`config.mk`:
```
export PLATFORM = sky130hd
export DESIGN_NAME = scsi_cmd_regs
export DESIGN_NICKNAME = d
export VERILOG_FILES = /design/src/rtl/scsi_cmd_regs.sv
export SDC_FILE = /design/constraint.sdc
export NUM_CORES = 1
export LEC_CHECK = 0
export ABC_AREA = 1
export CORE_MARGIN = 4
export CORE_UTILIZATION = 29
export CTS_BUF_LIST = sky130_fd_sc_hd__clkbuf_16
export DETAILED_ROUTE_END_ITERATION = 6
export GPL_TIMING_DRIVEN = 0
export SLEW_MARGIN = 20
export SYNTH_ARGS = -nofsm -noshare
export SYNTH_HDL_FRONTEND = slang
export SYNTH_SLANG_ARGS = --single-unit
```
`constraint.sdc`:
```
create_clock -name clk -period 1.6 [get_ports clk]
set_input_delay 0.16 -clock clk [delete_from_list [all_inputs] [get_ports clk]]
set_output_delay 0.16 -clock clk [all_outputs]
set_load 0.03 [all_outputs]
```
`src/rtl/scsi_cmd_regs.sv`:
```
module scsi_cmd_regs #(
  parameter int ADDR_W     = 8,
  parameter int ADDR_SHIFT = 2,
  parameter int NREG       = 16
) (
  input  logic              clk,
  input  logic              rst_n,
  input  logic [ADDR_W-1:0] addr,
  input  logic              wr_en,
  input  logic              rd_en,
  input  logic [7:0]        wr_data,
  output logic [7:0]        rd_data,
  input  logic              cmd_done,
  output logic              irq,
  output logic              cmd_err
);
  localparam int IDX_W = $clog2(NREG);
  localparam logic [IDX_W-1:0] R_STAT = 0, R_INTR = 1, R_SEQ = 2, R_FLAG = 3,
                               R_CMD = 4, R_TCLO = 5, R_TCMID = 6, R_TCHI = 7,
                               R_CFG1 = 8;
  localparam logic [7:0] ST_IRQ = 8'h80, ST_TC = 8'h10, ST_MSGIN = 8'h07;
  localparam logic [7:0] IR_FC = 8'h08, IR_BS = 8'h10, IR_DC = 8'h20, IR_RST = 8'h80;
  localparam logic [7:0] SEQ_DONE = 8'h04, CHIP_ID = 8'h04, CFG1_RST = 8'h07;

  logic [7:0] rimg [NREG];
  logic [7:0] wimg [NREG];
  logic [7:0] rnx  [NREG];
  logic [7:0] wnx  [NREG];
  logic [ADDR_W-1:0] shifted;
  logic [IDX_W-1:0]  idx;
  logic err_nx, do_rst;

  assign shifted = addr >> ADDR_SHIFT;
  assign idx     = shifted[IDX_W-1:0];
  assign irq     = rimg[R_STAT][7];

  always_comb begin
    rnx    = rimg;
    wnx    = wimg;
    err_nx = 1'b0;
    do_rst = 1'b0;
    if (wr_en) begin
      wnx[idx] = wr_data;
      case (idx)
        R_TCLO, R_TCMID: rnx[R_STAT] = rimg[R_STAT] & ~ST_TC;
        R_STAT, R_INTR, R_SEQ, R_FLAG, R_TCHI: ;
        R_CMD: begin
          rnx[R_CMD] = wr_data;
          case (wr_data[6:0])
            7'h00: ;
            7'h01: begin
              rnx[R_INTR] = IR_FC;
              rnx[R_SEQ]  = 8'h00;
              rnx[R_FLAG] = 8'h00;
              rnx[R_STAT] = rnx[R_STAT] | ST_IRQ;
            end
            7'h02: do_rst = 1'b1;
            7'h03: begin
              rnx[R_INTR] = IR_RST;
              if (!wimg[R_CFG1][6]) rnx[R_STAT] = rnx[R_STAT] | ST_IRQ;
            end
            7'h11: begin
              rnx[R_INTR] = IR_FC;
              rnx[R_STAT] = rnx[R_STAT] | ST_MSGIN | ST_IRQ;
            end
            7'h12: begin
              rnx[R_INTR] = IR_DC;
              rnx[R_SEQ]  = 8'h00;
              rnx[R_STAT] = rnx[R_STAT] | ST_IRQ;
            end
            7'h44: rnx[R_INTR] = 8'h00;
            default: begin
              err_nx     = 1'b1;
              rnx[R_CMD] = rimg[R_CMD];
              wnx[R_CMD] = wimg[R_CMD];
            end
          endcase
          if (wr_data[7] && !err_nx) begin
            rnx[R_TCLO]  = wimg[R_TCLO];
            rnx[R_TCMID] = wimg[R_TCMID];
          end
        end
        default: rnx[idx] = wr_data;
      endcase
    end else if (rd_en && idx == R_INTR) begin
      rnx[R_INTR] = 8'h00;
      rnx[R_STAT] = rimg[R_STAT] & ~(ST_TC | ST_IRQ);
      rnx[R_SEQ]  = SEQ_DONE;
    end
    if (cmd_done) begin
      rnx[R_STAT]  = rnx[R_STAT] | ST_TC | ST_IRQ;
      rnx[R_INTR]  = IR_BS;
      rnx[R_SEQ]   = 8'h00;
      rnx[R_FLAG]  = 8'h00;
      rnx[R_TCLO]  = 8'h00;
      rnx[R_TCMID] = 8'h00;
    end
    if (do_rst) begin
      for (int i = 0; i < NREG; i++) begin
        rnx[i] = 8'h00;
        wnx[i] = 8'h00;
      end
      rnx[R_TCHI] = CHIP_ID;
      rnx[R_CFG1] = CFG1_RST;
    end
  end

  always_ff @(posedge clk or negedge rst_n) begin
    if (!rst_n) begin
      for (int i = 0; i < NREG; i++) begin
        rimg[i] <= 8'h00;
        wimg[i] <= 8'h00;
      end
      rimg[R_TCHI] <= CHIP_ID;
      rimg[R_CFG1] <= CFG1_RST;
      rd_data <= 8'h00;
      cmd_err <= 1'b0;
    end else begin
      rimg    <= rnx;
      wimg    <= wnx;
      cmd_err <= err_nx;
      if (rd_en) rd_data <= rimg[idx];
    end
  end

  p_one_access_r2: assert property (@(posedge clk) disable iff (!rst_n)
    !(rd_en && wr_en));
  p_irq_rise_r3: assert property (@(posedge clk) disable iff (!rst_n)
    $rose(irq) |-> $past(wr_en || cmd_done));
  p_irq_fall_r4: assert property (@(posedge clk) disable iff (!rst_n)
    $fell(irq) |-> $past(rd_en || wr_en));
  p_ack_clears_r4: assert property (@(posedge clk) disable iff (!rst_n)
    (rd_en && idx == R_INTR && !cmd_done) |=> (rimg[R_INTR] == 8'h00 && !irq));
  p_err_cause_r11: assert property (@(posedge clk) disable iff (!rst_n)
    cmd_err |-> $past(wr_en && idx == R_CMD));
  p_chip_id_r1: assert property (@(posedge clk) disable iff (!rst_n)
    rimg[R_TCHI] == CHIP_ID);
endmodule

```
### Word-level counts from Yosys, hierarchy flattened

Cells that the tools add are included.

* register bits after elaboration: 265
* bits of input ports: 21
* output and inout bits: 10
* logic and storage cells: 126

* $lt $le $gt $ge: 2
* equal/unequal tests: 27
* multiplexer cells: 35
* bitwise gates (word level): 1
* reduce and logical (&&, ||, !) cells: 25

Operators by type and width (count)
* $mux W128: 3
* $bwmux W128: 2
* $mux W104: 1
* $pmux W48 S2: 1
* $mux W72: 1
* $mux W8: 9
* $mux W24: 2
* $pmux W8 S3: 2
* $bmux W8 S4: 1
* $demux W8 S4: 1
* $mux W16: 2
* $mux W32: 1
* $pmux W8 S4: 1
* $reduce_and A3 Y1: 6
* $eq A4 B3 Y1 const B: 4
* $ne A4 B4 Y1 const B: 4
* $eq A7 B2 Y1 const B: 2
* $eq A7 B5 Y1 const B: 2
* $reduce_or A7 Y1: 2
* $eq A4 B2 Y1 const B: 2
* $mux W1: 8
* $ne A8 B5 Y1 const B: 1
* $reduce_or A8 Y1: 1
* $eq A7 B1 Y1 const B: 1
* 24 further kinds: 30

### Logic depth before layout (Yosys ltp)

Gate-level depths: netlist of run 1.

* word-level depth: 12
* gate-level depth with buffers: 14
* mapped depth without buffers: 12

### Least setup slack after synthesis of run 1

No wires, ideal clock.

* path type: input to register
* from: in wr_data[1]
* to: reg rimg[83] (netlist bit)
* setup time: 0.117 ns
* arrival: 1.411 ns
* required time: 1.483 ns
* slack: 0.072 ns
* cell stages on the path: 14
* buffers on the path: 2
* cell sequence: buf_2 -> inv_1 -> nand2_1 -> nor2_1 -> nand2_1 -> nand2_1 -> nor2_1 -> nand2_1 -> nand2_1 -> nand2_4 -> nand3_4 -> buf_6 -> nand2_1 -> nand2_1

* word-level cells in the longest chain between the ends: 9
* elaborated cells between the ends (all ways): 21
* classes of those cells: 8 x eq/ne; 7 x mux; 6 x reduce/logical

RTL lines
* from (decl): line 11 `input logic [7:0] wr_data,`
* $eq A7 B5 Y1 (tied with other cells): line 49 `case (wr_data[6:0])`
* $reduce_or A7 Y1 (no line)
* $mux W1: line 49
* $mux W1: line 44 `case (idx)`
* $mux W1: line 42 `if (wr_en) begin`
* $logic_not A1 Y1: line 78 `if (wr_data[7] && !err_nx) begin`
* $logic_and A1 B1 Y1: line 78
* $ne A4 B4 Y1 (no line)
* $reduce_and A3 Y1 (no line)
* to (signal assigned): line 119 `rimg <= rnx;`
* to (decl): line 25 `logic [7:0] rimg [NREG];`

Parallel ways exist; a longest one is shown, timed or not. The select of a mux whose other input is x is not followed.
A chain may end at the register's enable or synchronous reset.

### Worst setup path in the final report of run 1

* from: reg rimg (netlist bit irq)
* to: out irq

RTL lines
* to (decl): line 14 `output logic irq,`

No word-level cell between the ends.

==> run metrics, run 1 <==
Final Util 35.8%; r2r setup slk 0.33 ns; most frequent cells in the layout nand2_1 (220), dfrtp_1 (150), inv_1 (121), nor2_1 (76), o21ai_0 (62); most common cell after layout, fill and taps aside nand2_1; Seq/Total Area, Yosys 52.1%; Die Area 28100 sq um; WHS Path Cells 3; Hold Fails Final Rpt 0; Layout area overhead 21.8%; diode count 0; clk root buf clkbuf_16; IO buf count 23; Die X-Extent 168 um; Avg WL per Cell 17.2 um; first-pass detailed-route iteration total 6; core area 25200 sq um; Die Y-Extent 168 um; CTS Buffer Depth 2; share of cells above drive strength 1 14.6%; Worst Tran Pin Value 0.809 ns; Final GP Congestion 0.967; critical path endpoint category output port; global-route wire length before repair 36600 um; Slowest Stage Delay on Critical Path 0.46 ns; Worst Setup SP irq; sink of the worst hold path wimg[81]; routed via count 6647; initial antenna violation count 0; crit path DAT 1.32 ns; unrepaired setup endpoints after global routing no; Highest Signal Layer met4; H-tree levels 4; worst min path class primary input to flop; Place WS -1.11 ns; Slew Viols, Final 0; Largest delay share family, worst path flip-flops; Clock Sink Count 154; Final ANT Viol Nets 0; Slew Limit Headroom 46.1%; Max IR drop VDD 0.571 mV; Mapped Nets 934; crit share post-route 92.2%; Ys Warns 0; setup violators final 0; Via density 5.02; CP Class flop to output port; syn_area_per_cell 8.11 sq um; total CTS buffers 17; CP Launch Type flop; status completed; synthesized flop and latch total 154; DP HPWL 16000 um; Metal-1 WL 10800 um; worst path bufs/invs 1; CTS tree done; HP Start wr_data[1]; Clock Skews 0.0110 ns; Cells after Synth 913; # DRC 0; FMAX 0.678 GHz; Layout Nets 1002; largest fanout on the critical path 3; GRT Total Usage 16.5%; Starting Density 29.4%; Clock transition at path regs 0.07 ns; worst setup margin 0.124 ns; largest net degree at the start of global routing 98; vias in the first global route 6417; leakage 4.42 nW; Worst Reg2Reg Path Length in Cells 6; Initial DRC Count 624; max cap viols 0; post-layout min period 1.48 ns; critical-path cell list dlygate4sd2_1; Remaining Overflow, GRT 0; Met2 Wirelength 10000 um; mapped cell area 7400 sq um; data required time of the worst path 1.44 ns; Crit-path slowest cell dfrtp_1; Skew-Pair Late Insertion Delay 0.43 ns; Reg-to-Reg Start irq; Pwr Total 0.0104 W; Cell variety after synth 31; R2R Path End rd_data[7]; DRT Wirelength 22800 um; I/O pin count 31; Pwr Density 1150 nW/um^2; row count 58; met3 routed WL 1490 um
-- synthesized netlist by cell type, drive strengths merged --
master  instances  share of area [%]
clkinv          1              0.051
nor3            2               0.14
clkbuf         23                1.2
nand2         237                 12
o21ai          67                4.6
o31ai           1               0.10
or2             1              0.085
nor2           98                5.9
inv           129                6.5
a41oi           1               0.12
nand3          23                1.7
buf            14                1.0
nand4          25                2.1
dfrtp         150                 51
a22oi          53                5.4
dfstp           4                1.4
o22ai          49                4.1
a22o            1               0.12
a21oi          34                2.3
-- through the flow --
| step | cell area, sq um | TNS (ns) | hold WS (ns) | std cells |
|---|---|---|---|---|
| floorplan | 7400 | 0 | -0.136 | 913 |
| global placement | 8050 | -1057.53 | 0.452 | 1266 |
| detailed placement | 8080 | -123.97 | 0.131 | 1267 |
| CTS | 8890 | 0 | 0.0568 | 1312 |
| global route | 9020 | 0 | 0.0803 | 1324 |
| finish | 9020 | 0 | 0.0787 | 1324 |
-- timing repair --
| action | 4_1_cts | 5_1_grt |
|---|---|---|
| endpoints found under the setup margin | 163 | 135 |
| gates resized for setup | 66 | 35 |
| setup buffers | 11 | 12 |
| pin swaps | 7 | 8 |
| cloned | 1 | 0 |
| hold endpoints to repair | 55 | 0 |
| hold buffers | 1 | 0 |
-- power by group --
group          leakage (nW)  internal (W)  switching (W)
Sequential             1.91       0.00444       0.000285
Combinational          2.23      0.000562       0.000974
Clock                 0.284       0.00245        0.00169
-- area by class of cell --
type	count	area (sq um)
fillers	2601	16200
flip-flops and latches	154	3860
multi-input cells	592	3030
inverters	130	493
clock buffers	17	425
repair buffers	49	424
well taps	330	413
plain buffers	37	200
clock inverters	15	176
-- sequential cells by signal, indices dropped and copies added (netlist names) --
name and flops:
irq 1, wimg 17, cmd_err 1, rimg 127, rd_data 8
-- routing by layer --
metal | GRT usage [%] | vias to the layer above
met1 | 24.3 | 3238
li1 | - | 3160
met5 | 0 | -
met2 | 24.3 | 220
met4 | 5.01 | 0
met3 | 3.55 | 29
-- cell families (layout without fill, tap and decap cells) --
family	Yosys count	count (layout)	share of synthesized area, %
simple gates	386	386	22.3
compound gates	206	206	16.7
buf+inv	167	248	8.80
flops	154	154	52.1
-- worst max-delay path by stage --
stage / cells past startpoint / endpoint
floorplan: 14 / rimg[83]
global placement: 1 / rimg[70]
detailed placement: 11 / rimg[109]
CTS: 12 / rimg[72]
global route: 9 / rimg[6]
finish: 1 / irq
No activity file was read; power rests on OpenSTA's default activity.
==> inputs of run 2 (changes only) <==
- REMOVE_ABC_BUFFERS: not set -> 1
==> run metrics, run 2 (same netlist as run 1, synthesis figures left out) <==
status completed; Layout Nets 975; FMAX 0.653 GHz; Hold Fails Final Rpt 0; Clock transition at path regs 0.07 ns; worst min path class primary input to flop; row count 58; clk root buf clkbuf_16; IO buf count 26; max cap viols 0; Via density 5.09; data required time of the worst path 1.96 ns; largest net degree at the start of global routing 81; leakage 4.36 nW; DRT Wirelength 22400 um; initial antenna violation count 0; worst path bufs/invs 3; H-tree levels 4; Die X-Extent 168 um; Die Area 28100 sq um; critical path endpoint category flop; most used cell, CP nor2_4; CTS tree done; Layout area overhead 21.1%; setup violators final 0; # DRC 0; Largest delay share family, worst path simple AND/OR/NAND/NOR gates; Clock Skews 0.00749 ns; Skew-Pair Late Insertion Delay 0.44 ns; largest fanout on the critical path 12; Pwr Density 1150 nW/um^2; Avg WL per Cell 17.3 um; GRT Total Usage 16.2%; Crit-path slowest cell nor2_2; Remaining Overflow, GRT 0; Clock Sink Count 154; Max IR drop VDD 0.820 mV; core area 25200 sq um; Starting Density 29.4%; vias in the first global route 6492; most common cell after layout, fill and taps aside nand2_1; Slew Limit Headroom 43.8%; crit path DAT 1.89 ns; placed cells 1235; Hold Slack 0.0903 ns; I/O pin count 31; critical-path cell list buf_2 > nor2_4 > buf_16 > clkinvlp_4 > nor2_4 > nand2_4 > nor2_2 > a21oi_1 > o21ai_0; non-filler cells, final 1297; total CTS buffers 17; Filler cells 2590; Die Y-Extent 168 um; Final ANT Viol Nets 0; CP Class primary input to flop; CTS Buffer Depth 2; routed via count 6606; post-layout min period 1.53 ns; most frequent cells in the layout nand2_1 (223), dfrtp_1 (150), inv_1 (120), nor2_1 (75), o21ai_0 (62); Final GP Congestion 0.886; diode count 0; first-pass detailed-route iteration total 6; max reg flops 127; unrepaired setup endpoints after global routing no; global-route wire length before repair 36100 um; Slowest Stage Delay on Critical Path 0.63 ns; most flop-heavy register rimg; CP Launch Type primary input; largest registers rimg (127), wimg (17), rd_data (8); Initial DRC Count 575; Slew Viols, Final 0; Worst Tran Pin Value 0.844 ns; share of cells above drive strength 1 13.9%; crit share post-route 95.7%; DP HPWL 14600 um
-- run 2: routing by layer --
layer / wire (um) / vias to the layer above / global-route usage [%] / share of wire [%]
met2: 10400 / 244 / 25.8 / 46
met5: 0 / - / 0 / 0
met1: 9870 / 3201 / 21.8 / 44
met3: 1260 / 63 / 2.93 / 5.6
li1: - / 3098 / - / -
met4: 883 / 0 / 6.95 / 3.9
-- run 2: path summary, 6_finish.rpt --
path                       slack, ns  cells after the start  startpoint          to
min                             0.09                      3  wr_data[2]    rimg[58]
min reg2reg                     0.47                      2   rimg[119]   rimg[119]
max reg2reg                     0.20                      5     rimg[6]  rd_data[6]
max                             0.07                      9     addr[2]    rimg[56]
min in group asynchronous       0.27                      2       rst_n     rimg[8]
max in group asynchronous       0.52                      3       rst_n         irq
-- run 2: area by class of cell --
type,count,area [sq um],share of cell area (%)
repair buffers,54,509,5.68
repair inverters,1,7.51,0.0838
well taps,330,413,4.61
clock buffers,17,425,4.75
multi-input cells,596,3080,34.4
inverters,130,503,5.61
clock inverters,15,165,1.84
flip-flops and latches,154,3860,43.1
-- run 2: timing repair --
action                                  CTS  global route
endpoints found under the hold margin    73             0
setup buffers                            21             3
gates resized for setup                 106            24
gates cloned                              5             0
hold buffers                              1             0
endpoints found under the setup margin  164            78
pin swaps                                11             5
-- run 2: where the power goes --
part	total (W)	internal [W]	leakage [nW]	switching, W
Combinational	0.00156	0.000560	2.16	0.000998
Clock	0.00405	0.00232	0.288	0.00173
Sequential	0.00470	0.00444	1.91	0.000264
-- run 2: tightest hold or removal path: cells and delay by family --
kind,cells,cell delay [ns]
AOI/OAI and AO/OA,1,0.07
buffers and inverters,2,0.29
-- run 2: through the flow --
step | TNS, ns | worst slack (ns) | utilization [%] | area [sq um] | total power [W]
after floorplan | -146.72 | -1.44 | - | 7240 | 0.00562
after global placement | -1427.61 | -6.06 | 31.4 | 7910 | 0.00619
after detailed placement | -248.44 | -2.18 | 31.8 | 8000 | 0.00624
after CTS | 0 | 0.00199 | 35.5 | 8930 | 0.0104
after global routing | 0 | 0.00375 | 35.6 | 8960 | 0.0108
final | 0 | 0.0682 | 35.6 | 8960 | 0.0103
